--- src/rtl/halt_wake_pkg.sv ---
// Package: shared types of the halt/wake controller.
// Assumes: nothing beyond IEEE 1800-2017.
package halt_wake_pkg;

    // Sequencer states: running, parked, and resuming (one instruction pending)
    typedef enum logic [1:0] {
        HS_RUN    = 2'd0,
        HS_HALT   = 2'd1,
        HS_RESUME = 2'd2
    } hstate_e;

endpackage

--- src/rtl/hw_tick_gen.sv ---
// Module: hw_tick_gen
// Divides the system clock into a one-cycle tick every DIV cycles; the
// tick times the long-hold filters.
// Assumes: DIV >= 2; tick phase is free running from reset.
module hw_tick_gen #(
    parameter int DIV = 1000
) (
    input  logic clk,
    input  logic rst_n,
    output logic tick
);
    localparam int CW = (DIV > 1) ? $clog2(DIV) : 1;
    localparam logic [CW-1:0] LAST = CW'(DIV - 1);

    logic [CW-1:0] cnt_q;

    // Free-running divider counter, wraps at DIV-1
    always_ff @(posedge clk) begin
        if (!rst_n)             cnt_q <= '0;
        else if (cnt_q == LAST) cnt_q <= '0;
        else                    cnt_q <= cnt_q + 1'b1;
    end

    assign tick = (cnt_q == LAST);

    // Tick never lasts longer than one cycle (supports R6, R7 timing)
    p_tick_single_r6: assert property (@(posedge clk) disable iff (!rst_n)
        tick |=> !tick);
endmodule

--- src/rtl/hw_hold_filter.sv ---
// Module: hw_hold_filter
// Reports that a condition has stayed true for THRESH ticks. Any cycle
// with the condition false clears the count at once.
// Assumes: cond is already synchronous to clk.
module hw_hold_filter #(
    parameter int THRESH = 33
) (
    input  logic clk,
    input  logic rst_n,
    input  logic tick,
    input  logic cond,
    output logic hit
);
    localparam int CW = $clog2(THRESH + 1);
    localparam logic [CW-1:0] TOP = CW'(THRESH);

    logic [CW-1:0] cnt_q;

    // Count ticks while cond holds, saturate at THRESH, restart on release
    always_ff @(posedge clk) begin
        if (!rst_n)                   cnt_q <= '0;
        else if (!cond)               cnt_q <= '0;
        else if (tick && cnt_q != TOP) cnt_q <= cnt_q + 1'b1;
    end

    assign hit = (cnt_q == TOP);

    // a release always restarts the measurement
    p_release_restart_r6: assert property (@(posedge clk) disable iff (!rst_n)
        !cond |=> (cnt_q == '0));
    // a hit implies the condition was present at the previous edge
    p_hit_needs_cond_r7: assert property (@(posedge clk) disable iff (!rst_n)
        hit |-> $past(cond));
endmodule

--- src/rtl/hw_osc_watch.sv ---
// Module: hw_osc_watch
// Synchronises the low-speed clock, detects its rising edges and flags a
// stall when TIMEOUT system cycles pass without one.
// Assumes: lsclk is asynchronous and much slower than clk.
module hw_osc_watch #(
    parameter int TIMEOUT = 4096
) (
    input  logic clk,
    input  logic rst_n,
    input  logic lsclk,
    output logic stalled
);
    localparam int CW = $clog2(TIMEOUT + 1);
    localparam logic [CW-1:0] TOP = CW'(TIMEOUT);

    logic       s1_q, s2_q, s3_q;
    logic       rise;
    logic [CW-1:0] gap_q;

    // Two-stage synchroniser plus one history stage for edge detection
    always_ff @(posedge clk) begin
        if (!rst_n) begin
            s1_q <= 1'b0;
            s2_q <= 1'b0;
            s3_q <= 1'b0;
        end else begin
            s1_q <= lsclk;
            s2_q <= s1_q;
            s3_q <= s2_q;
        end
    end

    assign rise = s2_q & ~s3_q;

    // Cycles since the last rising edge, saturating at TIMEOUT
    always_ff @(posedge clk) begin
        if (!rst_n)            gap_q <= '0;
        else if (rise)         gap_q <= '0;
        else if (gap_q != TOP) gap_q <= gap_q + 1'b1;
    end

    assign stalled = (gap_q == TOP);

    // a detected edge always withdraws the stall indication
    p_edge_clears_r8: assert property (@(posedge clk) disable iff (!rst_n)
        rise |=> !stalled);
endmodule

--- src/rtl/hw_halt_seq.sv ---
// Module: hw_halt_seq
// Holds the halt flag and sequences the resume: a qualified request wakes
// the core, one instruction completes, then interrupt entry is signalled.
// Assumes: requests are levels held by their sources; force_clr is the
// combined reset request and overrides everything else.
module hw_halt_seq
    import halt_wake_pkg::*;
#(
    parameter int NUM_IRQ = 4
) (
    input  logic               clk,
    input  logic               rst_n,
    input  logic               halt_strobe,
    input  logic [NUM_IRQ-1:0] irq_req,
    input  logic [NUM_IRQ-1:0] irq_en,
    input  logic               master_ie,
    input  logic               instr_done,
    input  logic               force_clr,
    output logic               cpu_clk_en,
    output logic               wake_pulse,
    output logic               take_irq
);
    hstate_e state_q;
    logic    wake_hit;

    // Only individually enabled sources may end the halt; master_ie is not used here
    assign wake_hit = |(irq_req & irq_en);

    // Halt/resume state machine with registered one-cycle pulses
    always_ff @(posedge clk) begin
        if (!rst_n) begin
            state_q    <= HS_RUN;
            wake_pulse <= 1'b0;
            take_irq   <= 1'b0;
        end else begin
            wake_pulse <= 1'b0;
            take_irq   <= 1'b0;
            if (force_clr) begin
                state_q <= HS_RUN;
            end else begin
                case (state_q)
                    HS_RUN: begin
                        if (halt_strobe) state_q <= HS_HALT;
                    end
                    HS_HALT: begin
                        if (wake_hit) begin
                            state_q    <= HS_RESUME;
                            wake_pulse <= 1'b1;
                        end
                    end
                    HS_RESUME: begin
                        if (instr_done) begin
                            state_q  <= HS_RUN;
                            take_irq <= master_ie;
                        end
                    end
                    default: state_q <= HS_RUN;
                endcase
            end
        end
    end

    assign cpu_clk_en = (state_q != HS_HALT);

    // a halt request while running stops the core clock
    p_halt_gate_r2: assert property (@(posedge clk) disable iff (!rst_n)
        (state_q == HS_RUN && halt_strobe && !force_clr) |=> !cpu_clk_en);
    // without a qualified request or reset the core stays parked
    p_halt_hold_r2: assert property (@(posedge clk) disable iff (!rst_n)
        (!cpu_clk_en && !wake_hit && !force_clr) |=> !cpu_clk_en);
    // a qualified request wakes the core whatever master_ie is
    p_wake_r3: assert property (@(posedge clk) disable iff (!rst_n)
        (!cpu_clk_en && wake_hit && !force_clr) |=> (cpu_clk_en && wake_pulse && !take_irq));
    // the wake pulse lasts one cycle
    p_wake_single_r3: assert property (@(posedge clk) disable iff (!rst_n)
        wake_pulse |=> !wake_pulse);
    // interrupt entry only follows a handshake with master_ie set
    p_take_after_done_r5: assert property (@(posedge clk) disable iff (!rst_n)
        take_irq |-> ($past(instr_done) && $past(master_ie)));
    // reset request overrides wake-up and interrupt entry
    p_reset_prio_r9: assert property (@(posedge clk) disable iff (!rst_n)
        force_clr |=> (cpu_clk_en && !wake_pulse && !take_irq));
endmodule

--- src/rtl/halt_wake_ctrl.sv ---
// Module: halt_wake_ctrl (top)
// Combines the halt/resume sequencer with the three reset-request sources
// (long pin hold, full key-group hold, stopped low-speed oscillator).
// Assumes: rst_pin and key_in are already synchronous to clk; lsclk is not.
module halt_wake_ctrl #(
    parameter int NUM_IRQ     = 4,
    parameter int KEY_W       = 4,
    parameter int TICK_DIV    = 1000,
    parameter int RST_TICKS   = 33,
    parameter int KEY_TICKS   = 65536,
    parameter int OSC_TIMEOUT = 4096
) (
    input  logic               clk,
    input  logic               rst_n,
    input  logic               halt_strobe,
    input  logic [NUM_IRQ-1:0] irq_req,
    input  logic [NUM_IRQ-1:0] irq_en,
    input  logic               master_ie,
    input  logic               instr_done,
    input  logic               rst_pin,
    input  logic [KEY_W-1:0]   key_in,
    input  logic               lsclk,
    input  logic               osc_chk_en,
    output logic               cpu_clk_en,
    output logic               wake_pulse,
    output logic               take_irq,
    output logic               sys_reset
);
    logic tick;
    logic pin_hit;
    logic key_hit;
    logic osc_stall;
    logic reset_req;

    hw_tick_gen #(.DIV(TICK_DIV)) u_tick (
        .clk   (clk),
        .rst_n (rst_n),
        .tick  (tick)
    );

    hw_hold_filter #(.THRESH(RST_TICKS)) u_pin_hold (
        .clk   (clk),
        .rst_n (rst_n),
        .tick  (tick),
        .cond  (rst_pin),
        .hit   (pin_hit)
    );

    hw_hold_filter #(.THRESH(KEY_TICKS)) u_key_hold (
        .clk   (clk),
        .rst_n (rst_n),
        .tick  (tick),
        .cond  (&key_in),
        .hit   (key_hit)
    );

    hw_osc_watch #(.TIMEOUT(OSC_TIMEOUT)) u_osc (
        .clk     (clk),
        .rst_n   (rst_n),
        .lsclk   (lsclk),
        .stalled (osc_stall)
    );

    assign reset_req = pin_hit | key_hit | (osc_stall & osc_chk_en);

    // Register the merged reset request for a glitch-free output
    always_ff @(posedge clk) begin
        if (!rst_n) sys_reset <= 1'b0;
        else        sys_reset <= reset_req;
    end

    hw_halt_seq #(.NUM_IRQ(NUM_IRQ)) u_seq (
        .clk         (clk),
        .rst_n       (rst_n),
        .halt_strobe (halt_strobe),
        .irq_req     (irq_req),
        .irq_en      (irq_en),
        .master_ie   (master_ie),
        .instr_done  (instr_done),
        .force_clr   (reset_req),
        .cpu_clk_en  (cpu_clk_en),
        .wake_pulse  (wake_pulse),
        .take_irq    (take_irq)
    );

    // whenever sys_reset is seen the core is not parked
    p_reset_unparks_r9: assert property (@(posedge clk) disable iff (!rst_n)
        sys_reset |-> cpu_clk_en);
    // with the check disabled the oscillator cannot cause a reset alone
    p_osc_gated_r8: assert property (@(posedge clk) disable iff (!rst_n)
        (!osc_chk_en && !pin_hit && !key_hit) |=> !sys_reset);
endmodule

--- config.mk ---
export PLATFORM = sky130hd
export DESIGN_NAME = halt_wake_ctrl
export DESIGN_NICKNAME = d
export VERILOG_FILES = /design/src/rtl/halt_wake_pkg.sv /design/src/rtl/hw_tick_gen.sv /design/src/rtl/hw_hold_filter.sv /design/src/rtl/hw_osc_watch.sv /design/src/rtl/hw_halt_seq.sv /design/src/rtl/halt_wake_ctrl.sv
export SDC_FILE = /design/constraint.sdc
export NUM_CORES = 1
export LEC_CHECK = 0
export ABC_AREA = 1
export BUFFER_PORTS_ARGS = -buffer_cell sky130_fd_sc_hd__buf_2
export CAP_MARGIN = 20
export CELL_PAD_IN_SITES_DETAIL_PLACEMENT = 1
export CELL_PAD_IN_SITES_GLOBAL_PLACEMENT = 2
export CORE_AREA = 2 2 113 93
export CTS_CLUSTER_DIAMETER = 60
export DETAILED_ROUTE_END_ITERATION = 12
export DIE_AREA = 0 0 115 95
export HOLD_SLACK_MARGIN = 0.12
export PLACE_DENSITY_LB_ADDON = 0.1
export SLEW_MARGIN = 40
export SYNTH_ARGS = -nofsm -noshare
export SYNTH_HDL_FRONTEND = slang
export SYNTH_SLANG_ARGS = --single-unit
--- constraint.sdc ---
create_clock -name clk -period 1.5 [get_ports clk]
set_input_delay 0.15 -clock clk [delete_from_list [all_inputs] [get_ports clk]]
set_output_delay 0.15 -clock clk [all_outputs]
set_load 0.1 [all_outputs]
==> results.json <==
{
  "status": "finished clean",
  "cts_buffers": 5,
  "finalSetupViolations": 0,
  "wirelength_um": 8640,
  "netlist_area_um2": 2900,
  "die_area_um2": 10900,
  "mostFrequentLayoutCell": "nand2_1",
  "clk_latency_ns": 0.30,
  "slew_violations": 0,
  "power_frac_seq_pct": 51.4,
  "cts.path.max_buffers": 2,
  "boundaryPins": 24,
  "routed-via-count": 2921,
  "power.share.clock_pct": 42.0,
  "setup_ws_ns": 0.0878,
  "multi_input_area_um2": 1740,
  "synth.avg_cell_area_um2": 6.97,
  "seqCellArea_um2": 1100,
  "netlist_instances": 416,
  "ys_warn_count": 0,
  "cts.sinks": 54,
  "area_growth_syn_to_layout_pct": 36.6,
  "drt_first_pass_iters": 4,
  "yosysSeqAreaShare_pct": 37.3,
  "p_per_area_nw_per_um2": 722,
  "yosys_register_bits": 54,
  "antenna_found_initial": 0,
  "hp-class": "in -> reg",
  "grt_pass1_vias": 2940,
  "hold_viol": 0,
  "drv_cap": 0,
  "worstPathMaxFanout": 8,
  "routed_via_density": 4.65,
  "clkTransAtPathRegs_ns": 0.08,
  "grt_max_degree": 19,
  "cts_tree": "yes",
  "post-route-min-period_ns": 1.41,
  "arrival_ns": 1.60,
  "die_y_um": 95,
  "numPortBuffers": 23,
  "max-slew-margin-rel_pct": 66.3,
  "ant_nets": 0,
  "layout-drive-gt1-share_pct": 31.6,
  "finClkSkew_ns": 0.00600,
  "fmax_ghz": 0.708,
  "core_um2": 9910,
  "p_sw_w": 0.000701,
  "most-common-layout-cells": "nand2_1 (99), buf_4 (58), nor2_1 (51), dfxtp_1 (43), inv_1 (42)",
  "post_drt_wl_per_cell_um": 13.8,
  "ir_worst_vdd_mv": 0.425,
  "gp_congestion": 0.767,
  "pre_cts_slack_ns": -0.0657,
  "path_class": "reg -> reg",
  "yosys_most_used_dff": "dfxtp_1",
  "grt_first_pass_wirelength_um": 14400,
  "drc": 0,
  "endpoint_kind": "flop",
  "cp-start-kind": "flop",
  "track_usage_pct": 17.0,
  "synth_cell_types": 34,
  "cts_max_level": 2,
  "die-width_um": 115,
  "cts-root-buf": "clkbuf_16",
  "nFillCells": 1273,
  "swShare_pct": 24.5,
  "p_comb_share_pct": 6.6,
  "overflow": 0,
  "syn_nets": 443,
  "start_util_pct": 29.3,
  "row_count": 33,
  "period_share_pct": 94.1,
  "required_ns": 1.69,
  "rsz0062_at_grt": "yes",
  "antenna_cells": 0,
  "async_flop_share_pct": 0,
  "power_leakage_nw": 1.59,
  "worstMarginPinSlew_ns": 0.509,
  "place_hpwl_um": 6760,
  "drt-initial-drc-count": 60,
  "finalSetupTns_ns": 0,
  "final_net_count": 532,
  "synth_edf_count": 0,
  "p_int_w": 0.00216
}
layer usage:
layer	wire length (um)	share of wire (%)	track usage, %	vias to the layer above
met1	4640	54	24.5	1359
met5	0	0	0	-
met2	3660	42	26.1	35
li1	-	-	-	1519
met3	239	2.8	2.95	8
met4	103	1.2	4.82	0
state kept, by name, indices dropped and copies added (netlist names):
signal and cells:
u_key_hold.cnt_q 17, u_osc.gap_q 13, u_tick.cnt_q 10, u_pin_hold.cnt_q 6, u_seq.state_q 2, sys_reset 1, u_osc.s1_q 1, u_osc.s2_q 1
u_osc.s3_q 1, u_seq.take_irq 1, u_seq.wake_pulse 1
path summary, 6_finish.rpt:
kind,from,to,slack (ns),cells after the start
worst max-delay path,u_tick.cnt_q[0],u_key_hold.cnt_q[14],0.09,9
worst min-delay path,halt_strobe,u_seq.state_q[0],0.14,3
worst max register to register,u_tick.cnt_q[0],u_key_hold.cnt_q[14],0.09,9
worst min register to register,u_osc.s1_q,u_osc.s2_q,0.42,2
cell families after synthesis:
kind of cell    after synthesis  share of synthesized area (%)
flops                        54                           37.3
compound gates               54                           11.0
fa+ha+maj                     7                           3.02
simple gates                231                           36.0
buf+inv                      55                           8.15
xor+xnor                     15                           4.53
metrics by stage:
step / util [%] / cell area [um2] / hold slack (ns) / power, W / cells
2_1_floorplan: - / 2900 / 0.248 / 0.00160 / 416
3_3_place_gp: 36.0 / 3570 / 0.337 / 0.00168 / 614
3_5_place_dp: 36.0 / 3570 / 0.346 / 0.00168 / 614
4_1_cts: 38.1 / 3770 / 0.133 / 0.00292 / 624
5_1_grt: 40.0 / 3960 / 0.129 / 0.00301 / 628
6_report: 40.0 / 3960 / 0.136 / 0.00286 / 628
what timing repair did:
item | CTS | global route
pin swaps | 1 | 10
endpoints found under the hold margin | 2 | 0
gates cloned | 0 | 1
resized for setup | 9 | 44
buffers inserted | 0 | 3
setup endpoints to repair | 18 | 28
hold buffers | 2 | 0
critical path, cell delays in order, from the launching register on:
cell and delay, ns:
dfxtp_4 0.37, ha_4 0.13, inv_2 0.04, nor2_4 0.11
inv_2 0.08, nor2_8 0.18, buf_4 0.17, nand2_8 0.08
nand2_1 0.09, a21oi_2 0.05
synth_stat cells (3+ instances only):
master   count  area, um2
nand2_1    101        379
nor2_1      59        221
dfxtp_1     54       1080
inv_1       45        169
nand3_1     27        135
a21oi_1     24        120
o21ai_0     13       65.1
nor3_1      12       60.1
a21oi_2     11       96.3
nand4_1     11       68.8
xor2_1       9       78.8
ha_1         7       87.6
xnor2_1      6       52.6
nor2_2       5       31.3
inv_2        4       15.0
nand2_2      3       18.8
power groups by stage:
stage | sequential (W) | combinational [W] | clock (W)
global placement | 0.00150 | 0.000176 | 0
floorplan | 0.00151 | 0.0000910 | 0
global route | 0.00148 | 0.000212 | 0.00133
finish | 0.00147 | 0.000188 | 0.00120
CTS | 0.00147 | 0.000186 | 0.00126
detailed placement | 0.00150 | 0.000181 | 0
area by class of cell:
type	instances	area share, %
Clock buffer	5	3.16
Clock inverter	3	0.632
Inverter	49	4.64
Multi-Input combinational cell	308	43.9
Sequential cell	54	27.8
Tap cell	122	3.85
Timing Repair Buffer	87	16.0
(Power assumes the default switching activity.)
